$ cat src/rtl/stc_pkg.sv
// Package: shared encodings for the dual-rail stage controller.
// Assumes pair bit 0 is the DATA-0 rail and pair bit 1 is the DATA-1 rail.
package stc_pkg;

    typedef enum logic [1:0] {
        RAIL_NULL = 2'b00,
        RAIL_D0   = 2'b01,
        RAIL_D1   = 2'b10,
        RAIL_BAD  = 2'b11
    } rail_code_t;

    typedef enum logic [1:0] {
        HS_SLEEP = 2'b00,
        HS_EVAL  = 2'b01,
        HS_HOLD  = 2'b10
    } hs_state_t;

endpackage

$ cat src/rtl/dr_pair_class.sv
// Classifies one dual-rail pair as NULL, valid DATA or illegal.
// Purely combinational; assumes the stc_pkg rail encoding.
module dr_pair_class
    import stc_pkg::*;
(
    input  logic [1:0] pair_in,
    output logic       is_null,
    output logic       is_data,
    output logic       is_bad
);

    // Decode the two rails into exactly one class flag.
    always_comb begin
        is_null = 1'b0;
        is_data = 1'b0;
        is_bad  = 1'b0;
        case (rail_code_t'(pair_in))
            RAIL_NULL: is_null = 1'b1;
            RAIL_D0,
            RAIL_D1:   is_data = 1'b1;
            default:   is_bad  = 1'b1;
        endcase
    end

endmodule

$ cat src/rtl/dr_complete_detect.sv
// Completion detector over PAIRS dual-rail pairs.
// Reduces the per-pair classes and registers the full-set flags.
// Assumes the rails are already settled at each clock edge.
module dr_complete_detect #(
    parameter int PAIRS = 4
) (
    input  logic               clk,
    input  logic               rst_n,
    input  logic [2*PAIRS-1:0] rails,
    output logic               set_data,
    output logic               set_null,
    output logic               set_bad
);

    logic [PAIRS-1:0] p_null;
    logic [PAIRS-1:0] p_data;
    logic [PAIRS-1:0] p_bad;

    for (genvar i = 0; i < PAIRS; i++) begin : g_pair
        dr_pair_class u_cls (
            .pair_in (rails[2*i +: 2]),
            .is_null (p_null[i]),
            .is_data (p_data[i]),
            .is_bad  (p_bad[i])
        );
    end

    // Register the reduced full-set flags once per edge.
    always_ff @(posedge clk) begin
        if (!rst_n) begin
            set_data <= 1'b0;
            set_null <= 1'b0;
            set_bad  <= 1'b0;
        end else begin
            set_data <= &p_data;
            set_null <= &p_null;
            set_bad  <= |p_bad;
        end
    end

endmodule

$ cat src/rtl/stc_handshake_fsm.sv
// Handshake and sleep sequencer for one stage.
// Acts only on registered completion flags and on a registered copy
// of the downstream request, so its Moore outputs never glitch.
module stc_handshake_fsm
    import stc_pkg::*;
(
    input  logic clk,
    input  logic rst_n,
    input  logic set_data,
    input  logic set_null,
    input  logic next_req,
    output logic req_data,
    output logic sleep
);

    hs_state_t state_q;
    hs_state_t state_d;
    logic      next_req_q;

    // Capture the downstream request.
    always_ff @(posedge clk) begin
        if (!rst_n) next_req_q <= 1'b0;
        else        next_req_q <= next_req;
    end

    // Next-state selection from completion flags and request.
    always_comb begin
        state_d = state_q;
        case (state_q)
            HS_SLEEP: if (set_null && next_req_q) state_d = HS_EVAL;
            HS_EVAL:  if (set_data)               state_d = HS_HOLD;
            HS_HOLD:  if (!next_req_q)            state_d = HS_SLEEP;
            default:                              state_d = HS_SLEEP;
        endcase
    end

    // State register.
    always_ff @(posedge clk) begin
        if (!rst_n) state_q <= HS_SLEEP;
        else        state_q <= state_d;
    end

    // Moore decode of the outputs.
    always_comb begin
        sleep    = (state_q == HS_SLEEP);
        req_data = (state_q == HS_EVAL);
    end

endmodule

$ cat src/rtl/mtncl_stage_ctrl.sv
// Top: stage controller for a sleepable dual-rail pipeline stage.
// Joins the completion detector and the handshake sequencer.
// Assumes the stage logic returns to NULL while stage_sleep is high.
module mtncl_stage_ctrl #(
    parameter int PAIRS = 4
) (
    input  logic               clk,
    input  logic               rst_n,
    input  logic [2*PAIRS-1:0] stage_rails,
    input  logic               next_req_data,
    output logic               prev_req_data,
    output logic               stage_sleep,
    output logic               data_done,
    output logic               null_done,
    output logic               illegal_err
);

    logic cd_data;
    logic cd_null;
    logic cd_bad;

    dr_complete_detect #(.PAIRS(PAIRS)) u_cd (
        .clk      (clk),
        .rst_n    (rst_n),
        .rails    (stage_rails),
        .set_data (cd_data),
        .set_null (cd_null),
        .set_bad  (cd_bad)
    );

    stc_handshake_fsm u_hs (
        .clk      (clk),
        .rst_n    (rst_n),
        .set_data (cd_data),
        .set_null (cd_null),
        .next_req (next_req_data),
        .req_data (prev_req_data),
        .sleep    (stage_sleep)
    );

    // Expose the completion flags.
    always_comb begin
        data_done   = cd_data;
        null_done   = cd_null;
        illegal_err = cd_bad;
    end

endmodule

$ cat config.mk
export PLATFORM = sky130hd
export DESIGN_NAME = mtncl_stage_ctrl
export DESIGN_NICKNAME = d
export VERILOG_FILES = /design/src/rtl/stc_pkg.sv /design/src/rtl/dr_pair_class.sv /design/src/rtl/dr_complete_detect.sv /design/src/rtl/stc_handshake_fsm.sv /design/src/rtl/mtncl_stage_ctrl.sv
export SDC_FILE = /design/constraint.sdc
export NUM_CORES = 1
export LEC_CHECK = 0
export BUFFER_PORTS_ARGS = -buffer_cell sky130_fd_sc_hd__clkbuf_2
export CAP_MARGIN = 20
export CORE_AREA = 2 2 39 41
export CTS_BUF_LIST = sky130_fd_sc_hd__clkbuf_8
export CTS_CLUSTER_SIZE = 25
export DETAILED_ROUTE_END_ITERATION = 8
export DIE_AREA = 0 0 41 43
export HOLD_SLACK_MARGIN = 0.06
export PLACE_DENSITY = 0.57
export SYNTH_ARGS = -nofsm -noshare
export SYNTH_HDL_FRONTEND = slang
export SYNTH_SLANG_ARGS = --single-unit
$ cat constraint.sdc
create_clock -name clk -period 2 [get_ports clk]
set_input_delay 0.3 -clock clk [delete_from_list [all_inputs] [get_ports clk]]
set_output_delay 0.3 -clock clk [all_outputs]
set_load 0.02 [all_outputs]
==> PnR_summary.wiki <==
{| class="wikitable"
! Metric !! Value
|-
| Via count || 313
|-
| Antenna Nets Post-Route || 0
|-
| Share of synthesized area occupied by flip-flops and latches || 34.3%
|-
| Slowest-stage cell, CP || sky130_fd_sc_hd__dfxtp_1
|-
| Dominant cell type by area after synthesis || sky130_fd_sc_hd__dfxtp_1
|-
| Wire per inst || 8.29 microns
|-
| Detailed placer's ending HPWL || 526 microns
|-
| Skew final || 0.367 ps
|-
| Initial antenna violation count || 0
|-
| Initial standard-cell utilization of the core || 25.3%
|-
| Width of the die || 41 microns
|-
| Pin count of the biggest net entering global routing || 7
|-
| Average cell area after synthesis || 8.98 sq um
|-
| Data arrival time of the critical path || 930 ps
|-
| Clock buffer count from CTS || 3
|-
| Power density of the placed cells || 695 nW/um^2
|-
| Clock transition at path regs || 30 ps
|-
| Source of the critical timing path || u_hs.state_q[0]$_SDFFE_PN0P_
|-
| Register-to-register setup slack || 1290 ps
|-
| Std-Cell Core Area || 1380 sq um
|-
| WL final || 605 microns
|-
| Port bufs || 15
|-
| Clock period minus worst slack || 1230 ps
|-
| Worst skew pair latency || 220 ps
|-
| Net count of the mapped netlist || 58
|-
| Share of cells above drive strength 1 || 31.6%
|-
| Commonest non-fill, non-tap cell in the layout || sky130_fd_sc_hd__clkbuf_2
|-
| Number of stages on the worst setup path || 2
|-
| Final cell utilization of the core || 35.2%
|-
| Highest-count cells in the layout ignoring fill and taps || sky130_fd_sc_hd__clkbuf_2, sky130_fd_sc_hd__inv_1, sky130_fd_sc_hd__ha_1
|-
| Worst EP required || 1700 ps
|-
| Cells after Synth || 39
|-
| Diodes inserted || 0
|-
| CTS tree || built
|-
| Worst-Margin Slew || 179 ps
|-
| GR Overflow Total || 0
|-
| Chip height || 43 microns
|-
| Worst r2r src || u_hs.state_q[0]$_SDFFE_PN0P_
|-
| Number of global-route vias before repair || 264
|-
| I/O pin total || 16
|-
| Area growth, synth to finish || 38.9%
|-
| First-pass GRT wire length || 986 microns
|-
| Number of max-slew violations in the final report || 0
|-
| Clk sinks || 6
|-
| Run status || complete, no violations
|-
| Critical Path End Type || primary output
|-
| Total standard cell area after synthesis || 350 sq um
|-
| Fillers || 153
|-
| CTS H-tree depth || 1
|-
| Crit path largest cell delay || 400 ps
|-
| F_max || 0.810 GHz
|-
| Depth of the worst register-to-register path || 2
|-
| CTS Root Buffer Type || sky130_fd_sc_hd__clkbuf_8
|-
| Type of element launching the critical path || flop
|-
| Number of placement rows || 14
|-
| R2R Path End || u_hs.state_q[0]$_SDFFE_PN0P_
|-
| Start-to-end type of the worst setup path || flop to primary output
|-
| Gp weighted congestion || 0.681
|-
| Max rail drop VDD || 0.193 mV
|-
| CP top delay family || flip-flops
|-
| Yosys warning total || 0
|-
| Register bit total from synthesis || 6
|-
| Number of distinct library cells after synthesis || 13
|-
| RSZ-0062 raised after global routing || no
|-
| Post-synth top area share || 34.3%
|-
| DRC Markers || 0
|-
| First-pass detailed-route iteration total || 4
|-
| Capturing instance or port of the critical path || prev_req_data
|-
| Number of resized instances in the post-cts repair step || 0
|-
| Final clock period utilization by the worst path || 61.7%
|-
| Buf+Inv Stages, Crit Path || 1
|-
| Worst hold path class || input pin to flop
|-
| Most area-consuming cells after synthesis || sky130_fd_sc_hd__dfxtp_1, sky130_fd_sc_hd__ha_1, sky130_fd_sc_hd__inv_1
|-
| Number of post-CTS setup repair buffers || 0
|-
| Count of routing violations after the opening detailed-route iteration || 2
|-
| Crit-path cells || nor2b_1 -> clkbuf_2
|-
| Nets || 78
|-
| Reported leakage power || 0.264 nW
|-
| Final Hold Viols || 0
|-
| Number of cells on the worst hold path || 2
|-
| TNS Setup || 0 ps
|-
| MaxCap Viol Count || 0
|-
| Via density per instance || 4.29
|-
| Highest net fanout along the worst path || 6
|-
| Die footprint || 1760 sq um
|-
| Post-CTS Hold Fix Bufs || 0
|-
| Setup violation total in the final timing report || 0
|-
| Relative slew margins || 88.1%
|-
| Maximum number of buffers from clock root to sink || 2
|-
| GRT Resource Usage Total || 8.84%
|}
sequential cells by signal (all words and copies together), names as in the netlist:
register / count
u_cd.set_data: 1
u_cd.set_bad: 1
u_hs.next_req_q: 1
u_cd.set_null: 1
u_hs.state_q: 2
cell families (layout without fill, tap and decap cells):
group	after synthesis	in the layout	share of synthesized area [%]
simple gates	14	14	21.8
buf+inv	8	26	8.57
fa+ha+maj	8	8	28.6
compound gates	3	3	6.78
flops	6	6	34.3
layer usage:
metal | global-route usage (%) | share of wire, % | vias up
li1 | - | - | 160
met1 | 8.04 | 39 | 138
met2 | 13.1 | 48 | 13
met3 | 4.71 | 9.8 | 2
met4 | 8.00 | 3.0 | 0
met5 | 0 | 0 | -
how the worst min path moves through the flow:
stage,start,slack [ps],end
5_1_grt,next_req_data,280,u_hs.next_req_q$_SDFF_PN0_
4_1_cts,next_req_data,280,u_hs.next_req_q$_SDFF_PN0_
3_5_place_dp,u_hs.next_req_q$_SDFF_PN0_,470,u_hs.state_q[0]$_SDFFE_PN0P_
2_1_floorplan,rst_n,420,u_cd.set_data$_SDFF_PN0_
3_3_place_gp,u_hs.next_req_q$_SDFF_PN0_,470,u_hs.state_q[0]$_SDFFE_PN0P_
6_report,next_req_data,290,u_hs.next_req_q$_SDFF_PN0_
Yosys cell counts:
cell,instances
sky130_fd_sc_hd__a21boi_1,1
sky130_fd_sc_hd__a21oi_1,1
sky130_fd_sc_hd__and2_1,1
sky130_fd_sc_hd__dfxtp_1,6
sky130_fd_sc_hd__ha_1,8
sky130_fd_sc_hd__inv_1,8
sky130_fd_sc_hd__nand2_1,2
sky130_fd_sc_hd__nand2b_1,2
sky130_fd_sc_hd__nand3_1,2
sky130_fd_sc_hd__nand3b_1,3
sky130_fd_sc_hd__nor2_1,3
sky130_fd_sc_hd__nor2b_1,1
sky130_fd_sc_hd__o41a_1,1
power breakdown:
| group | internal (W) | leakage (nW) | switching, W |
|---|---|---|---|
| sequential | 0.000124 | 0.0490 | 0.00000150 |
| clock | 0.000129 | 0.0216 | 0.0000483 |
| combinational | 0.0000176 | 0.194 | 0.0000181 |
final cells by class:
cell class,instances,area [sq um],area share [%]
tap,16,20.0,4.11
inverter,8,30.0,6.17
sequential,6,120,24.7
clock buffer,3,41.3,8.48
multi-input combinational,25,200,41.1
timing repair buffer,15,75.1,15.4
metrics by stage:
stage	hold WS [ps]	cells	power, W	instance area (sq um)	setup WS (ps)
floorplan	419	39	0.000145	350	991
global placement	474	70	0.000164	445	886
detailed placement	472	70	0.000164	445	869
CTS	284	73	0.000347	487	747
global route	282	73	0.000363	487	696
finish	285	73	0.000338	487	766
worst register-to-register path, stage by stage, from the launching register on:
cell	delay, ps
sky130_fd_sc_hd__dfxtp_1	340
sky130_fd_sc_hd__nand3b_1	170
sky130_fd_sc_hd__a21oi_1	130
Note: power is estimated with default switching activity, not from simulation.
